===== config.mk =====
export PLATFORM = sky130hd
export DESIGN_NAME = nand_ecc_gen
export DESIGN_NICKNAME = d
export VERILOG_FILES = /design/src/rtl/nand_ecc_pkg.sv /design/src/rtl/nand_ecc_col_par.sv /design/src/rtl/nand_ecc_row_par.sv /design/src/rtl/nand_ecc_cmp_dec.sv /design/src/rtl/nand_ecc_gen.sv
export SDC_FILE = /design/constraint.sdc
export NUM_CORES = 1
export LEC_CHECK = 0
export BUFFER_PORTS_ARGS = -buffer_cell sky130_fd_sc_hd__buf_2
export CAP_MARGIN = 10
export CORE_ASPECT_RATIO = 0.9
export CORE_MARGIN = 2
export CORE_UTILIZATION = 40
export DETAILED_ROUTE_END_ITERATION = 6
export GPL_TIMING_DRIVEN = 0
export PLACE_DENSITY = 0.55
export SYNTH_ARGS = -nofsm -noshare
export SYNTH_HDL_FRONTEND = slang
export SYNTH_SLANG_ARGS = --single-unit

===== constraint.sdc =====
create_clock -name clk_i -period 8.7 [get_ports clk_i]
set_clock_uncertainty 0.2 [all_clocks]
set_input_delay 0 -clock clk_i [delete_from_list [all_inputs] [get_ports clk_i]]
set_output_delay 0 -clock clk_i [all_outputs]
set_load 0.01 [all_outputs]

===== src/rtl/nand_ecc_pkg.sv =====
package nand_ecc_pkg;
  typedef enum logic [1:0] {
    CHK_CLEAN    = 2'd0,
    CHK_DATA_FIX = 2'd1,
    CHK_CODE_FIX = 2'd2,
    CHK_FATAL    = 2'd3
  } chk_status_e;
endpackage


===== src/rtl/nand_ecc_col_par.sv =====
// Column-parity contribution of one byte: pair k splits bits on index bit k.
module nand_ecc_col_par #(
  parameter int DATA_W = 8,
  localparam int BIT_W = $clog2(DATA_W)
) (
  input  logic [DATA_W-1:0]  data_i,
  output logic [2*BIT_W-1:0] par_o
);
  for (genvar k = 0; k < BIT_W; k++) begin : g_pair
    always_comb begin
      par_o[2*k]   = 1'b0;
      par_o[2*k+1] = 1'b0;
      for (int i = 0; i < DATA_W; i++) begin
        if (((i >> k) & 1) != 0) par_o[2*k+1] = par_o[2*k+1] ^ data_i[i];
        else                     par_o[2*k]   = par_o[2*k]   ^ data_i[i];
      end
    end
  end
endmodule


===== src/rtl/nand_ecc_row_par.sv =====
// Row-parity contribution of one byte: byte parity steered by each address bit.
module nand_ecc_row_par #(
  parameter int ADDR_W = 9
) (
  input  logic              byte_par_i,
  input  logic [ADDR_W-1:0] addr_i,
  output logic [2*ADDR_W-1:0] par_o
);
  for (genvar j = 0; j < ADDR_W; j++) begin : g_pair
    assign par_o[2*j]   = byte_par_i & ~addr_i[j];
    assign par_o[2*j+1] = byte_par_i &  addr_i[j];
  end
endmodule


===== src/rtl/nand_ecc_cmp_dec.sv =====
module nand_ecc_cmp_dec
  import nand_ecc_pkg::*;
#(
  parameter int ADDR_W = 9,
  parameter int BIT_W  = 3,
  localparam int PAIRS  = ADDR_W + BIT_W,
  localparam int CODE_W = 2 * PAIRS
) (
  input  logic [CODE_W-1:0] syn_i,
  output chk_status_e       status_o,
  output logic [ADDR_W-1:0] byte_o,
  output logic [BIT_W-1:0]  bit_o
);
  logic [PAIRS-1:0] pair_split;
  logic [PAIRS-1:0] pair_hi;

  for (genvar p = 0; p < PAIRS; p++) begin : g_pair
    assign pair_split[p] = syn_i[2*p] ^ syn_i[2*p+1];
    assign pair_hi[p]    = syn_i[2*p+1];
  end

  always_comb begin
    status_o = CHK_FATAL;
    byte_o   = '0;
    bit_o    = '0;
    if (syn_i == '0) begin
      status_o = CHK_CLEAN;
    end else if (&pair_split) begin
      status_o = CHK_DATA_FIX;
      bit_o    = pair_hi[BIT_W-1:0];
      byte_o   = pair_hi[PAIRS-1:BIT_W];
    end else if ($onehot(syn_i)) begin
      status_o = CHK_CODE_FIX;
    end
  end
endmodule


===== src/rtl/nand_ecc_gen.sv =====
module nand_ecc_gen
  import nand_ecc_pkg::*;
#(
  parameter int ADDR_W = 9,
  parameter int DATA_W = 8,
  localparam int BIT_W  = $clog2(DATA_W),
  localparam int COL_W  = 2 * BIT_W,
  localparam int CODE_W = 2 * (ADDR_W + BIT_W)
) (
  input  logic              clk_i,
  input  logic              rst_ni,
  input  logic              byte_valid_i,
  input  logic              byte_sop_i,
  input  logic [DATA_W-1:0] byte_data_i,
  output logic              code_valid_o,
  output logic [CODE_W-1:0] code_o,
  input  logic              cmp_req_i,
  input  logic [CODE_W-1:0] cmp_code_i,
  output logic              chk_valid_o,
  output logic [1:0]        chk_status_o,
  output logic [ADDR_W-1:0] chk_byte_o,
  output logic [BIT_W-1:0]  chk_bit_o
);
  logic              active_q;
  logic [ADDR_W-1:0] cnt_q;
  logic [CODE_W-1:0] acc_q, code_q;
  logic              code_valid_q;

  logic              accept, last_byte;
  logic [ADDR_W-1:0] byte_addr;
  logic [COL_W-1:0]  col_par;
  logic [CODE_W-COL_W-1:0] row_par;
  logic [CODE_W-1:0] acc_next;

  assign accept    = byte_valid_i & (byte_sop_i | active_q);
  assign byte_addr = byte_sop_i ? '0 : cnt_q;
  assign last_byte = accept & (&byte_addr);

  nand_ecc_col_par #(.DATA_W(DATA_W)) u_col (
    .data_i (byte_data_i),
    .par_o  (col_par)
  );

  nand_ecc_row_par #(.ADDR_W(ADDR_W)) u_row (
    .byte_par_i (^byte_data_i),
    .addr_i     (byte_addr),
    .par_o      (row_par)
  );

  // A start-of-page byte discards the running accumulator
  assign acc_next = (byte_sop_i ? '0 : acc_q) ^ {row_par, col_par};

  always_ff @(posedge clk_i or negedge rst_ni) begin
    if (!rst_ni) begin
      active_q     <= 1'b0;
      cnt_q        <= '0;
      acc_q        <= '0;
      code_q       <= '0;
      code_valid_q <= 1'b0;
    end else begin
      code_valid_q <= last_byte;
      if (accept) begin
        cnt_q    <= byte_addr + 1'b1;
        active_q <= ~last_byte;
        acc_q    <= last_byte ? '0 : acc_next;
        if (last_byte) code_q <= acc_next;
      end
    end
  end

  assign code_valid_o = code_valid_q;
  assign code_o       = code_q;

  chk_status_e       dec_status;
  logic [ADDR_W-1:0] dec_byte;
  logic [BIT_W-1:0]  dec_bit;

  nand_ecc_cmp_dec #(.ADDR_W(ADDR_W), .BIT_W(BIT_W)) u_dec (
    .syn_i    (cmp_code_i ^ code_q),
    .status_o (dec_status),
    .byte_o   (dec_byte),
    .bit_o    (dec_bit)
  );

  logic              chk_valid_q;
  chk_status_e       chk_status_q;
  logic [ADDR_W-1:0] chk_byte_q;
  logic [BIT_W-1:0]  chk_bit_q;

  always_ff @(posedge clk_i or negedge rst_ni) begin
    if (!rst_ni) begin
      chk_valid_q  <= 1'b0;
      chk_status_q <= CHK_CLEAN;
      chk_byte_q   <= '0;
      chk_bit_q    <= '0;
    end else begin
      chk_valid_q <= cmp_req_i;
      if (cmp_req_i) begin
        chk_status_q <= dec_status;
        chk_byte_q   <= dec_byte;
        chk_bit_q    <= dec_bit;
      end
    end
  end

  assign chk_valid_o  = chk_valid_q;
  assign chk_status_o = chk_status_q;
  assign chk_byte_o   = chk_byte_q;
  assign chk_bit_o    = chk_bit_q;
endmodule


==> results.py, run 1 <==
metrics = {
    "run_status": {
        "outcome": "finished, violations left",
        "violations": "negative hold slack",
    },
    "floorplan": {
        "initial_core_util_pct": 41.1,
        "io-pin-count": 77,
        "rows": 39,
        "die_y_um": 112,
        "coreArea_mm2": 0.0127,
        "chipWidth_um": 125,
        "dieArea_mm2": 0.0140,
    },
    "timing": {
        "slew_headroom_pct": 39.2,
        "period_minus_slack_ns": 5.30,
        "tightest_slew_ns": 0.908,
        "setup_viol": 0,
        "hold_viol": 3,
        "finalCritPeriodShare_pct": 60.9,
        "fmax_mhz": 189,
        "holdWs_ns": -0.00864,
        "rsz0062_at_grt": "false",
        "drv_slew": 0,
        "finalSetupTns_ns": 0,
        "fin_ws_ns": 3.40,
    },
    "synthesis": {
        "netlist_instances": 586,
        "synth-seq-area-share_pct": 35.4,
        "ys_async_sr_fraction_pct": 100,
        "netlist_top_cells_area": "dfrtp_1, ha_1, fa_1",
        "yosysWarnings": 0,
        "synth_area_mm2": 0.00523,
        "synth-edff-count": 0,
        "syn_nets": 675,
        "yosysTopAreaCell": "dfrtp_1",
        "synth_cell_types": 42,
        "synth-main-ff-cell": "dfrtp_1",
        "synth-seq-cells": 74,
        "yosysTopAreaCellShare_pct": 35.4,
        "synth.most_common_cell": "inv_1",
        "yosys-top-cells-count": "inv_1, dfrtp_1, nor2_1",
        "syn_area_per_cell_um2": 8.93,
    },
    "placement": {
        "numPortBuffers": 76,
        "place_ws_ns": 3.35,
        "dpl_cell_area_mm2": 0.00585,
        "place_hpwl_um": 10800,
        "place.gp.congestion": 0.927,
    },
    "clock_tree": {
        "cts_buffer_depth": 2,
        "cts_root_buf": "clkbuf_16",
        "cts_setup_buffers": 0,
        "htreeDepth": 3,
        "cts_buffers": 9,
        "clock_latency_ns": 0.35,
        "cts_tree": "yes",
        "cts.sinks": 74,
        "clk_pin_slew_ns": 0.06,
    },
    "finish": {
        "nFillCells": 1252,
        "drive_gt1_share_pct": 14.9,
        "area_growth_pct": 20.6,
        "num_antenna_cells": 0,
        "final_area_mm2": 0.00631,
        "nets": 781,
    },
    "critical_path": {
        "crit_path_start_kind": "flop",
        "path_max_fanout": 3,
        "worstPathRequired_ns": 8.71,
        "cp-end-kind": "flop",
        "path_class": "flop to flop",
        "arrival_ns": 5.31,
    },
    "route": {
        "drt-pass1-iter-count": 5,
        "dr_total_vias": 4513,
        "drt_wl_total_um": 15000,
        "avgViaCountPerCell": 5.24,
        "wl_per_cell_um": 17.4,
        "antenna_left": 0,
        "drt_first_iter_violations": 326,
        "drc_errors": 0,
    },
    "run": {
        "drv_cap": 0,
    },
    "power_and_ir_drop": {
        "seq_power_share_pct": 32.4,
        "power_frac_clock_pct": 26.0,
        "power_frac_comb_pct": 41.6,
        "power_density_mw_per_mm2": 221,
        "p_leak_nw": 3.04,
        "swShare_pct": 37.8,
        "p_int_w": 0.000867,
        "peakVddDrop_uv": 108,
        "power_switching_w": 0.000527,
    },
    "global_route": {
        "grt_pass1_wl_um": 24500,
        "grt_max_degree": 63,
        "track_usage_pct": 22.2,
        "antenna_found_initial": 0,
        "grt_remaining_overflow": 0,
        "grt_pass1_vias": 4566,
    },
    "worst_hold_path": {
        "hold_path.class": "primary input to asynchronous set/reset pin",
    },
}
==> layer usage <==
metal | part of all wire [%] | GRT usage (%) | vias to the layer above
li1 | - | - | 2179
met3 | 3.7 | 5.00 | 21
met4 | 2.1 | 6.89 | 0
met1 | 46 | 29.2 | 2202
met2 | 48 | 36.9 | 111
met5 | 0 | 0 | -
==> critical path, stage by stage (launching register included) <==
cell and delay, ns:
dfrtp_1 0.41, xnor2_1 0.32, inv_1 0.08, ha_1 0.31, inv_1 0.06, fa_1 0.53
inv_1 0.06, fa_1 0.47, inv_1 0.05, fa_1 0.39, fa_1 0.49, fa_1 0.54
inv_1 0.04, ha_1 0.22, fa_1 0.44, xnor2_1 0.16, nand3_1 0.09, nor3_1 0.20
o22ai_1 0.09
==> state kept, by name, indices dropped and copies added, names as in the netlist <==
| name | flops |
|---|---|
| chk_valid_o | 1 |
| chk_status_o | 2 |
| code_valid_o | 1 |
| cnt_q | 9 |
| chk_bit_o | 3 |
| code_o | 24 |
| active_q | 1 |
| acc_q | 24 |
| chk_byte_o | 9 |
==> cell usage in the layout (no fill, tap or decap), drive strengths merged, types with 19 or more instances in the layout <==
cell	synthesis	routed
nand2	29	29
nor3	21	21
clkbuf	25	39
xnor2	36	36
buf	8	85
ha	33	33
fa	19	19
o21ai	64	64
dfrtp	74	74
nor2	46	46
inv	89	89
==> power groups by stage <==
stage | combinational (W) | clock (W) | sequential [W]
after floorplan | 0.000436 | 0 | 0.000445
after global placement | 0.000558 | 0 | 0.000453
after detailed placement | 0.000574 | 0 | 0.000456
after CTS | 0.000583 | 0.000368 | 0.000450
after global routing | 0.000659 | 0.000386 | 0.000461
final | 0.000579 | 0.000362 | 0.000452
==> final cells by class <==
type | count | area (um^2) | area share (%)
Buffer | 33 | 138 | 2.18
Clock buffer | 14 | 274 | 4.34
Clock inverter | 2 | 10.0 | 0.159
Inverter | 89 | 334 | 5.29
Multi-Input combinational cell | 390 | 2910 | 46.1
Sequential cell | 74 | 1850 | 29.3
Tap cell | 164 | 205 | 3.25
Timing Repair Buffer | 95 | 591 | 9.36
==> what timing repair did <==
item,4_1_cts,5_1_grt
endpoints found under the hold margin,95,0
hold buffers,18,0
resized for setup,0,0
==> final timing paths <==
| kind | from | to | slack (ns) | cells after the start |
|---|---|---|---|---|
| max in group asynchronous | rst_ni | chk_byte_o[8] | 7.33 | 3 |
| worst max-delay path | code_o[3] | chk_status_o[0] | 3.40 | 18 |
| worst min register to register | acc_q[5] | acc_q[5] | 0.27 | 2 |
| worst min-delay path | rst_ni | chk_bit_o[1] | -0.009 | 3 |
| min in group clk_i | byte_data_i[7] | acc_q[1] | -0.01 | 4 |
| worst max register to register | code_o[3] | chk_status_o[0] | 3.40 | 18 |
==> per-stage QoR <==
stage,power (W),instances,util (%)
after floorplan,0.000882,586,-
after global placement,0.00101,826,45.7
after detailed placement,0.00103,827,45.9
after CTS,0.00140,861,49.6
after global routing,0.00151,861,49.6
final,0.00139,861,49.6
==> kinds of logic after synthesis <==
group,share of synthesized area (%)
buffers and inverters,9.02
adder cells (fa/ha/maj),15.2
flip-flops,35.4
XOR/XNOR,9.66
AND/OR/NAND/NOR,12.9
AO/OA/AOI/OAI,17.8
Note: power is estimated with default switching activity, not from simulation.
==> run 2, diff against run 1 <==
==> constraint.sdc (replaced) <==
create_clock -name clk_i -period 5.4 [get_ports clk_i]
set_clock_uncertainty 0.2 [all_clocks]
set_input_delay 0 -clock clk_i [delete_from_list [all_inputs] [get_ports clk_i]]
set_output_delay 0 -clock clk_i [all_outputs]
set_load 0.01 [all_outputs]
==> results.py, run 2 (synthesis results as in run 1) <==
metrics = {
    "floorplan": {
        "io-pin-count": 77,
        "die_y_um": 112,
        "initial_core_util_pct": 41.1,
        "dieArea_mm2": 0.0140,
        "chipWidth_um": 125,
        "coreArea_mm2": 0.0127,
        "rows": 39,
    },
    "critical_path": {
        "crit_path_start_kind": "flop",
        "cp-end-kind": "flop",
        "worstPathRequired_ns": 5.41,
        "path_max_fanout": 3,
        "rrSetupSlack_ns": 0.25,
        "arrival_ns": 5.16,
        "path_class": "flop to flop",
    },
    "finish": {
        "nFillCells": 1236,
        "layout_commonest_cell": "inv_1",
        "nets": 784,
        "drive_gt1_share_pct": 17.0,
        "num_antenna_cells": 0,
        "area_growth_pct": 22.6,
        "mostFrequentLayoutCells": "inv_1, buf_2, dfrtp_1",
        "postLayoutCoreUtil_pct": 50.4,
        "multi_input_area_mm2": 0.00299,
        "register_area_mm2": 0.00185,
    },
    "clock_tree": {
        "htreeDepth": 3,
        "cts_buffer_depth": 2,
        "clock_latency_ns": 0.35,
        "clk_pin_slew_ns": 0.06,
        "cts.sinks": 74,
        "cts_tree": "yes",
        "cts_root_buf": "clkbuf_16",
        "cts_buffers": 9,
    },
    "global_route": {
        "grt_remaining_overflow": 0,
        "antenna_found_initial": 0,
        "grt_pass1_vias": 4566,
        "grt_max_degree": 63,
        "grt_pass1_wl_um": 24500,
        "track_usage_pct": 22.2,
    },
    "timing": {
        "tightest_slew_ns": 0.879,
        "setup_viol": 0,
        "slew_headroom_pct": 41.2,
        "period_minus_slack_ns": 5.15,
        "holdWs_ns": -0.0125,
        "hold_viol": 5,
        "fmax_mhz": 194,
        "drv_slew": 0,
        "finalCritPeriodShare_pct": 95.4,
    },
    "placement": {
        "place_hpwl_um": 10800,
        "numPortBuffers": 76,
        "place.gp.congestion": 0.927,
    },
    "run": {
        "drv_cap": 0,
    },
    "route": {
        "drc_errors": 0,
        "drt_wl_total_um": 15100,
        "drt-pass1-iter-count": 5,
        "drt_first_iter_violations": 330,
        "antenna_left": 0,
        "avgViaCountPerCell": 5.31,
        "dr_total_vias": 4591,
        "wl_per_cell_um": 17.5,
    },
    "power_and_ir_drop": {
        "p_leak_nw": 3.10,
        "peakVddDrop_uv": 174,
        "power_density_mw_per_mm2": 353,
    },
    "run_status": {
        "outcome": "finished, violations left",
        "violations": "negative hold slack",
    },
    "worst_hold_path": {
        "hold_path.class": "primary input to asynchronous set/reset pin",
    },
}
[run 2: cell count changes in the layout (fill, tap and decap cells not counted)]
cell | before | now
buf_4 | 3 | 6
dfrtp_1 | 74 | 73
dfrtp_2 | 0 | 1
nor3_1 | 21 | 20
nor3_2 | 0 | 1
xnor2_1 | 32 | 22
xnor2_2 | 3 | 13
[run 2: path summary, 6_finish.rpt]
path	from	endpoint	depth (start not counted)
min in group clk_i	byte_data_i[7]	acc_q[1]	4
max in group asynchronous	rst_ni	chk_byte_o[8]	3
hold / removal	rst_ni	chk_bit_o[1]	3
hold reg to reg	acc_q[5]	acc_q[5]	2
setup reg to reg	code_o[21]	chk_status_o[0]	16
setup / recovery	code_o[21]	chk_status_o[0]	16
[run 2: layout make-up]
cell class / instances / area share (%)
multi-input combinational: 390 / 46.6
sequential: 74 / 28.9
timing repair buffer: 98 / 9.56
inverter: 89 / 5.21
clock buffer: 14 / 4.27
tap: 164 / 3.20
buffer: 33 / 2.15
clock inverter: 2 / 0.156
[run 2: worst max-delay path, cell delays in order (launching register included)]
cell and delay [ns]:
dfrtp_1 0.45, xnor2_2 0.22, inv_1 0.07, ha_1 0.21
fa_1 0.51, inv_1 0.06, fa_1 0.51, fa_1 0.52
fa_1 0.51, fa_1 0.54, inv_1 0.04, ha_1 0.22
fa_1 0.44, xnor2_1 0.16, nand3_1 0.10, nor3_2 0.17
o22ai_1 0.08
[run 2: layer usage]
layer / share of wire, % / global-route usage (%)
met2: 48 / 36.9
met3: 4.3 / 5.00
met1: 45 / 29.2
met4: 2.1 / 6.89
met5: 0 / 0
[run 2: stage by stage]
stage	cell area, um^2	TNS (ns)	setup slack, ns	power, W	instances
final	6410	0	0.249	0.00226	864
after global routing	6410	-0.0200	-0.0200	0.00244	864
after CTS	6310	0	0.0419	0.00226	861
after detailed placement	5850	0	0.0487	0.00166	827
after global placement	5820	0	0.110	0.00163	826
after floorplan	5230	0	0.373	0.00142	586
[run 2: power by group]
part | internal (W) | switching, W | total (W) | leakage (nW)
Combinational | 0.000411 | 0.000537 | 0.000949 | 1.99
Sequential | 0.000644 | 0.0000847 | 0.000728 | 0.973
Clock | 0.000347 | 0.000237 | 0.000584 | 0.143
Total | 0.00140 | 0.000859 | 0.00226 | 3.10
[run 2: timing repair]
| action | CTS | global route |
|---|---|---|
| hold buffers | 18 | 0 |
| hold endpoints to repair | 95 | 0 |
| gates resized for setup | 0 | 12 |
| endpoints found under the setup margin | 0 | 1 |
| setup buffers | 0 | 3 |
